$ cat config.mk
export PLATFORM = sky130hd
export DESIGN_NAME = ic_irq_ctrl
export DESIGN_NICKNAME = d
export VERILOG_FILES = /design/src/rtl/ic_pkg.sv /design/src/rtl/ic_edge_sync.sv /design/src/rtl/ic_arbiter.sv /design/src/rtl/ic_ctrl_regs.sv /design/src/rtl/ic_irq_ctrl.sv
export SDC_FILE = /design/constraint.sdc
export NUM_CORES = 1
export LEC_CHECK = 0
export ABC_AREA = 1
export BUFFER_PORTS_ARGS = -buffer_cell sky130_fd_sc_hd__buf_2
export CORE_MARGIN = 3
export CORE_UTILIZATION = 25
export CTS_BUF_LIST = sky130_fd_sc_hd__clkbuf_8 sky130_fd_sc_hd__clkbuf_16
export DETAILED_ROUTE_END_ITERATION = 12
export PLACE_DENSITY_LB_ADDON = 0.12
export SYNTH_ARGS = -nofsm -noshare
export SYNTH_HDL_FRONTEND = slang
export SYNTH_HIERARCHICAL = 1
export SYNTH_SLANG_ARGS = --single-unit
export TNS_END_PERCENT = 100
$ cat constraint.sdc
create_clock -name clk -period 1.2 [get_ports clk]
set_input_delay 0.18 -clock clk [delete_from_list [all_inputs] [get_ports clk]]
set_output_delay 0.18 -clock clk [all_outputs]
set_load 0.05 [all_outputs]
$ cat src/rtl/ic_pkg.sv
package ic_pkg;

    localparam int NSRC = 5;
    localparam int ID_W = $clog2(NSRC);

    typedef enum logic [ID_W-1:0] {
        SRC_EXT  = 3'd0,
        SRC_T16A = 3'd1,
        SRC_T16B = 3'd2,
        SRC_T16C = 3'd3,
        SRC_T8   = 3'd4
    } src_id_t;

    typedef logic [NSRC-1:0] src_vec_t;

    typedef struct packed {
        logic     master;
        src_vec_t en;
        src_vec_t flag;
    } ctrl_state_t;

    typedef struct packed {
        logic            valid;
        logic [ID_W-1:0] id;
    } grant_t;

    // lowest-numbered set bit wins
    function automatic grant_t pick_first(input src_vec_t v);
        grant_t g;
        g.valid = 1'b0;
        g.id    = '0;
        for (int i = NSRC - 1; i >= 0; i--) begin
            if (v[i]) begin
                g.valid = 1'b1;
                g.id    = ID_W'(i);
            end
        end
        return g;
    endfunction

    // register at the lower address: master, enables 0..2, flags 0..2
    function automatic logic [7:0] pack_lo(input ctrl_state_t s);
        return {1'b0, s.flag[2:0], s.en[2:0], s.master};
    endfunction

    // register at the upper address: enables 3..4, flags 3..4
    function automatic logic [7:0] pack_hi(input ctrl_state_t s);
        return {4'b0000, s.flag[4:3], s.en[4:3]};
    endfunction

endpackage

$ cat src/rtl/ic_edge_sync.sv
module ic_edge_sync #(
    parameter int STAGES = 2
) (
    input  logic clk,
    input  logic rst,
    input  logic async_n,
    output logic fall
);
    // sh[0..STAGES-1] synchronize, sh[STAGES] remembers the previous value
    logic [STAGES:0] sh;

    always_ff @(posedge clk) begin
        if (rst) sh[0] <= 1'b1;
        else     sh[0] <= async_n;
    end

    for (genvar i = 1; i <= STAGES; i++) begin : g_stage
        always_ff @(posedge clk) begin
            if (rst) sh[i] <= 1'b1;
            else     sh[i] <= sh[i-1];
        end
    end

    assign fall = sh[STAGES] & ~sh[STAGES-1];

endmodule

$ cat src/rtl/ic_arbiter.sv
module ic_arbiter
    import ic_pkg::*;
(
    input  logic     master,
    input  src_vec_t pend,
    input  logic     stack_full,
    output grant_t   grant,
    output src_vec_t clr
);
    grant_t first;

    always_comb begin
        first       = pick_first(pend);
        grant.id    = first.id;
        grant.valid = first.valid & master & ~stack_full;
    end

    for (genvar i = 0; i < NSRC; i++) begin : g_clr
        assign clr[i] = grant.valid && (grant.id == ID_W'(i));
    end

endmodule

$ cat src/rtl/ic_ctrl_regs.sv
module ic_ctrl_regs
    import ic_pkg::*;
#(
    parameter int          ADDR_W     = 8,
    parameter logic [7:0]  CTRL0_ADDR = 8'h0B,
    parameter logic [7:0]  CTRL1_ADDR = 8'h1E
) (
    input  logic              clk,
    input  logic              rst,
    input  logic              wr,
    input  logic [ADDR_W-1:0] waddr,
    input  logic [7:0]        wdata,
    input  src_vec_t          set_vec,
    input  src_vec_t          clr_vec,
    input  logic              accept,
    output ctrl_state_t       state
);
    localparam logic [ADDR_W-1:0] A0 = ADDR_W'(CTRL0_ADDR);
    localparam logic [ADDR_W-1:0] A1 = ADDR_W'(CTRL1_ADDR);

    ctrl_state_t nxt;
    logic        hit0;
    logic        hit1;

    assign hit0 = wr && (waddr == A0);
    assign hit1 = wr && (waddr == A1);

    always_comb begin
        nxt.en     = state.en;
        nxt.flag   = state.flag & ~clr_vec;
        nxt.master = state.master;
        if (hit0) begin
            nxt.master    = wdata[0];
            nxt.en[2:0]   = wdata[3:1];
            nxt.flag[2:0] = wdata[6:4];
        end
        if (hit1) begin
            nxt.en[4:3]   = wdata[1:0];
            nxt.flag[4:3] = wdata[3:2];
        end
        nxt.flag = nxt.flag | set_vec;
        if (accept) nxt.master = 1'b0;
    end

    always_ff @(posedge clk) begin
        if (rst) state <= '0;
        else     state <= nxt;
    end

endmodule

$ cat src/rtl/ic_irq_ctrl.sv
module ic_irq_ctrl
    import ic_pkg::*;
#(
    parameter int         ADDR_W      = 8,
    parameter logic [7:0] CTRL0_ADDR  = 8'h0B,
    parameter logic [7:0] CTRL1_ADDR  = 8'h1E,
    parameter int         SYNC_STAGES = 2
) (
    input  logic              clk,
    input  logic              rst,
    input  logic              reg_wr,
    input  logic [ADDR_W-1:0] reg_waddr,
    input  logic [7:0]        reg_wdata,
    input  logic [ADDR_W-1:0] rd_addr,
    output logic [7:0]        rd_data,
    input  logic              ext_irq_n,
    input  logic [2:0]        t16_ovf,
    input  logic              t8_ovf,
    input  logic              stack_full,
    output logic              vec_req,
    output logic [ID_W-1:0]   vec_id
);
    localparam logic [ADDR_W-1:0] A0 = ADDR_W'(CTRL0_ADDR);
    localparam logic [ADDR_W-1:0] A1 = ADDR_W'(CTRL1_ADDR);

    logic        ext_fall;
    src_vec_t    set_vec;
    src_vec_t    clr_vec;
    src_vec_t    pend_vec;
    logic        master_q;
    ctrl_state_t state_q;
    grant_t      grant;

    ic_edge_sync #(.STAGES(SYNC_STAGES)) u_sync (
        .clk     (clk),
        .rst     (rst),
        .async_n (ext_irq_n),
        .fall    (ext_fall)
    );

    assign set_vec  = {t8_ovf, t16_ovf, ext_fall};
    assign pend_vec = state_q.flag & state_q.en;
    assign master_q = state_q.master;

    ic_arbiter u_arb (
        .master     (master_q),
        .pend       (pend_vec),
        .stack_full (stack_full),
        .grant      (grant),
        .clr        (clr_vec)
    );

    ic_ctrl_regs #(
        .ADDR_W     (ADDR_W),
        .CTRL0_ADDR (CTRL0_ADDR),
        .CTRL1_ADDR (CTRL1_ADDR)
    ) u_regs (
        .clk     (clk),
        .rst     (rst),
        .wr      (reg_wr),
        .waddr   (reg_waddr),
        .wdata   (reg_wdata),
        .set_vec (set_vec),
        .clr_vec (clr_vec),
        .accept  (grant.valid),
        .state   (state_q)
    );

    always_ff @(posedge clk) begin
        if (rst) begin
            vec_req <= 1'b0;
            vec_id  <= '0;
        end else begin
            vec_req <= grant.valid;
            if (grant.valid) vec_id <= grant.id;
        end
    end

    always_comb begin
        if (rd_addr == A0)      rd_data = pack_lo(state_q);
        else if (rd_addr == A1) rd_data = pack_hi(state_q);
        else                    rd_data = 8'h00;
    end

endmodule

==> flow_metrics.env <==
export IMPL_status="complete, but fails checks"
export IMPL_violations="negative setup slack"
export IMPL_end_kind="register"
export IMPL_synth_main_ff_cell="dfxtp_1"
export IMPL_crit_fanout=4
export IMPL_peakVddDrop_v=0.0002331
export IMPL_synth_top_area_share=0.3161
export IMPL_port_buffer_count=42
export IMPL_placed_cells=304
export IMPL_tritoncts="yes"
export IMPL_fmax_mhz=773.3
export IMPL_hold_buffers=0
export IMPL_route_detailed_drc=0
export IMPL_grt_start_max_net_pins=13
export IMPL_ys_seq_area_frac=0.3161
export IMPL_total_leakage_power_nw=0.9911
export IMPL_yosysWarningCount=6
export IMPL_dieHeight_um=73.53
export IMPL_syn_to_final_growth_pct=61.25
export IMPL_drv_cap=0
export IMPL_finalSetupViolations=10
export IMPL_min_period_ns=1.293
export IMPL_p_int_mw=1.003
export IMPL_fin_util=0.4375
export IMPL_dp_worst_setup_slack_ns=-0.1311
export IMPL_cts_sinks=18
export IMPL_critPathRequiredTime_ns=1.40
export IMPL_fin_cells=311
export IMPL_rsz0062_at_grt="true"
export IMPL_place_congestion=0.7826
export IMPL_synth_xor_area_frac=0
export IMPL_crit_path_start="u_regs/state[5]"
export IMPL_r2r_start="u_regs/state[5]"
export IMPL_rows=23
export IMPL_routed_via_density=3.994
export IMPL_grt_total_usage=0.1159
export IMPL_place_hpwl_mm=2.339
export IMPL_cts_htree_levels=1
export IMPL_drt_wl_total_mm=3.010
export IMPL_report_final_slew_viol_count=0
export IMPL_grt_pass1_vias=1154
export IMPL_setup_ws_ns=-0.09308
export IMPL_fin_setup_tns_ns=-0.6337
export IMPL_synth_edf_count=0
export IMPL_postSynthCellCount=195
export IMPL_syn_area_um2=1140
export IMPL_ios=45
export IMPL_ys_seq_elements=18
export IMPL_finalNetCount=295
export IMPL_hp_class="input pin to register"
export IMPL_core_um2=4202
export IMPL_ant_nets=0
export IMPL_synth_compound_area_frac=0.05269
export IMPL_comb_power_share=0.157
export IMPL_reg2regPathDepth=11
export IMPL_synth_top_cell_by_area="dfxtp_1"
export IMPL_cts_buffer_depth=2
export IMPL_critPathKind="register to register"
export IMPL_pwr_share_seq=0.471
export IMPL_root_buffer="clkbuf_8"
export IMPL_n_antenna_cell=0
export IMPL_async_reset_ff_frac=0
export IMPL_ys_types=19
export IMPL_synth_simple_gate_area_share=0.4424
export IMPL_syn_nets=228
export IMPL_worstPathArrival_ns=1.50
export IMPL_drt_iter0_drc=37
export IMPL_clk_pin_slew_ns=0.07
export IMPL_crit_path_start_kind="register"
export IMPL_p_per_area_nw_per_um2=718.5
export IMPL_yosysMostFrequentCell="inv_1"
export IMPL_antenna_found_initial=0
export IMPL_cts_buffers_inserted=3
export IMPL_synth_top_family_by_area="simple AND/OR/NAND/NOR gates"
export IMPL_avgSynthCellArea_um2=5.845
export IMPL_ff2ff_setup_slack_ns=-0.09
export IMPL_synthMuxAreaShare=0
export IMPL_dr_pass1_iters=4
export IMPL_pwr_share_clk=0.373
export IMPL_dieArea_um2=5406
export IMPL_wl_per_cell_um=9.678
export IMPL_setup_worst_path_end="u_regs/state[3]"
export IMPL_r2r_end="u_regs/state[3]"
export IMPL_grt_ovfl_total=0
export IMPL_clk_latency_ns=0.25
export IMPL_switching_share=0.2402
export IMPL_grt_first_pass_wirelength_mm=4.912
export IMPL_vias=1242
export IMPL_drive_above_1_share=0.5019
export IMPL_die_w_um=73.53
export IMPL_post_route_period_util=1.078
export IMPL_initial_core_util=0.2713
export IMPL_synthTopCellsByArea="dfxtp_1, inv_1, nand2_1, nor2_1, nand3_1"
export IMPL_synth_fa_ha_area_frac=0
export IMPL_finClkSkew_ns=0.001337
export IMPL_hold_viol=0
export IMPL_p_switching_mw=0.3171
export IMPL_synth_common_cells="inv_1, nand2_1, nor2_1"
export IMPL_hold_ws_ns=0.1039
-- cells in the final DEF, fill, tap and decap left out --
cell	synthesis	routed
dfxtp_2	0	8
clkbuf_8	0	4
nor2_1	30	23
buf_2	0	31
clkinv_2	1	1
conb_1	1	1
nor2_2	4	7
nand2_1	46	35
dfxtp_1	18	10
nand2_2	7	16
a21oi_2	0	2
buf_8	0	4
nand3_1	16	11
nand3_2	1	6
nor2_4	3	8
o21ai_0	4	4
inv_1	48	37
nand2_4	0	2
a21oi_1	8	6
nand4_1	1	1
buf_6	1	12
nor3_1	2	2
inv_2	2	13
nor3_2	1	1
buf_4	1	16
-- cell families (layout without fill, tap and decap cells) --
kind of cell / Yosys count / count (layout)
flops: 18 / 18
buf+inv: 53 / 118
other cells: 1 / 1
compound gates: 12 / 12
simple gates: 111 / 112
-- worst min path at each step --
| stage | start | to | slack [ns] | cells past startpoint |
|---|---|---|---|---|
| after detailed placement | ext_irq_n | u_sync/sh[0] | 0.37 | 3 |
| after global placement | ext_irq_n | u_sync/sh[0] | 0.37 | 3 |
| after floorplan | rst | vec_id[0] | 0.25 | 1 |
| after CTS | ext_irq_n | u_sync/sh[0] | 0.1 | 3 |
| after global routing | ext_irq_n | u_sync/sh[0] | 0.13 | 3 |
| final | ext_irq_n | u_sync/sh[0] | 0.10 | 3 |
-- metal layers --
layer  vias to the layer above  GRT usage  part of all wire
met4                         0    0.04829            0.0063
met1                       507     0.1536              0.48
li1                        699          -                 -
met2                        34     0.1900              0.47
met3                         2    0.01231             0.040
met5                         -          0                 0
-- power by group through the flow --
stage | sequential (mW) | clock (mW) | combinational, mW
final | 0.621 | 0.492 | 0.207
after global placement | 0.634 | 0 | 0.177
after floorplan | 0.634 | 0 | 0.0851
after global routing | 0.623 | 0.544 | 0.235
after detailed placement | 0.634 | 0 | 0.177
after CTS | 0.620 | 0.517 | 0.180
-- stage by stage --
stage                     instance area [µm²]  power [mW]
final                                    1838       1.321
after global routing                     1838       1.401
after CTS                                1700       1.317
after detailed placement                 1536      0.8105
after global placement                   1536      0.8109
after floorplan                          1140      0.7195
-- worst max-delay path: stages, from the launching register on --
cell and delay (ns):
dfxtp_2 0.33, nand2_2 0.06, inv_2 0.06, nor2_4 0.14, nand4_1 0.13, nand2_2 0.15
nor2_2 0.05, nor2_1 0.12, nand2_1 0.07, nand3_1 0.06, nand2_1 0.05, inv_1 0.04
-- state kept, by name (all words and copies together), names as in the netlist --
register      cells
u_regs/state     11
u_sync/sh         3
vec_id            3
vec_req           1
-- what timing repair did --
action	4_1_cts	5_1_grt
buffers inserted	0	3
setup endpoints to repair	17	17
cloned	0	1
resized for setup	41	37
pin swaps	11	12
-- final cells by class --
cell class | count | area, µm²
fillers | 447 | 2364
inverters | 51 | 192.7
clock buffers | 4 | 55.05
multi-input cells | 125 | 686.9
flip-flops and latches | 18 | 370.4
well taps | 50 | 62.56
repair buffers | 63 | 470.5
Note: power is estimated with default switching activity, not from simulation.
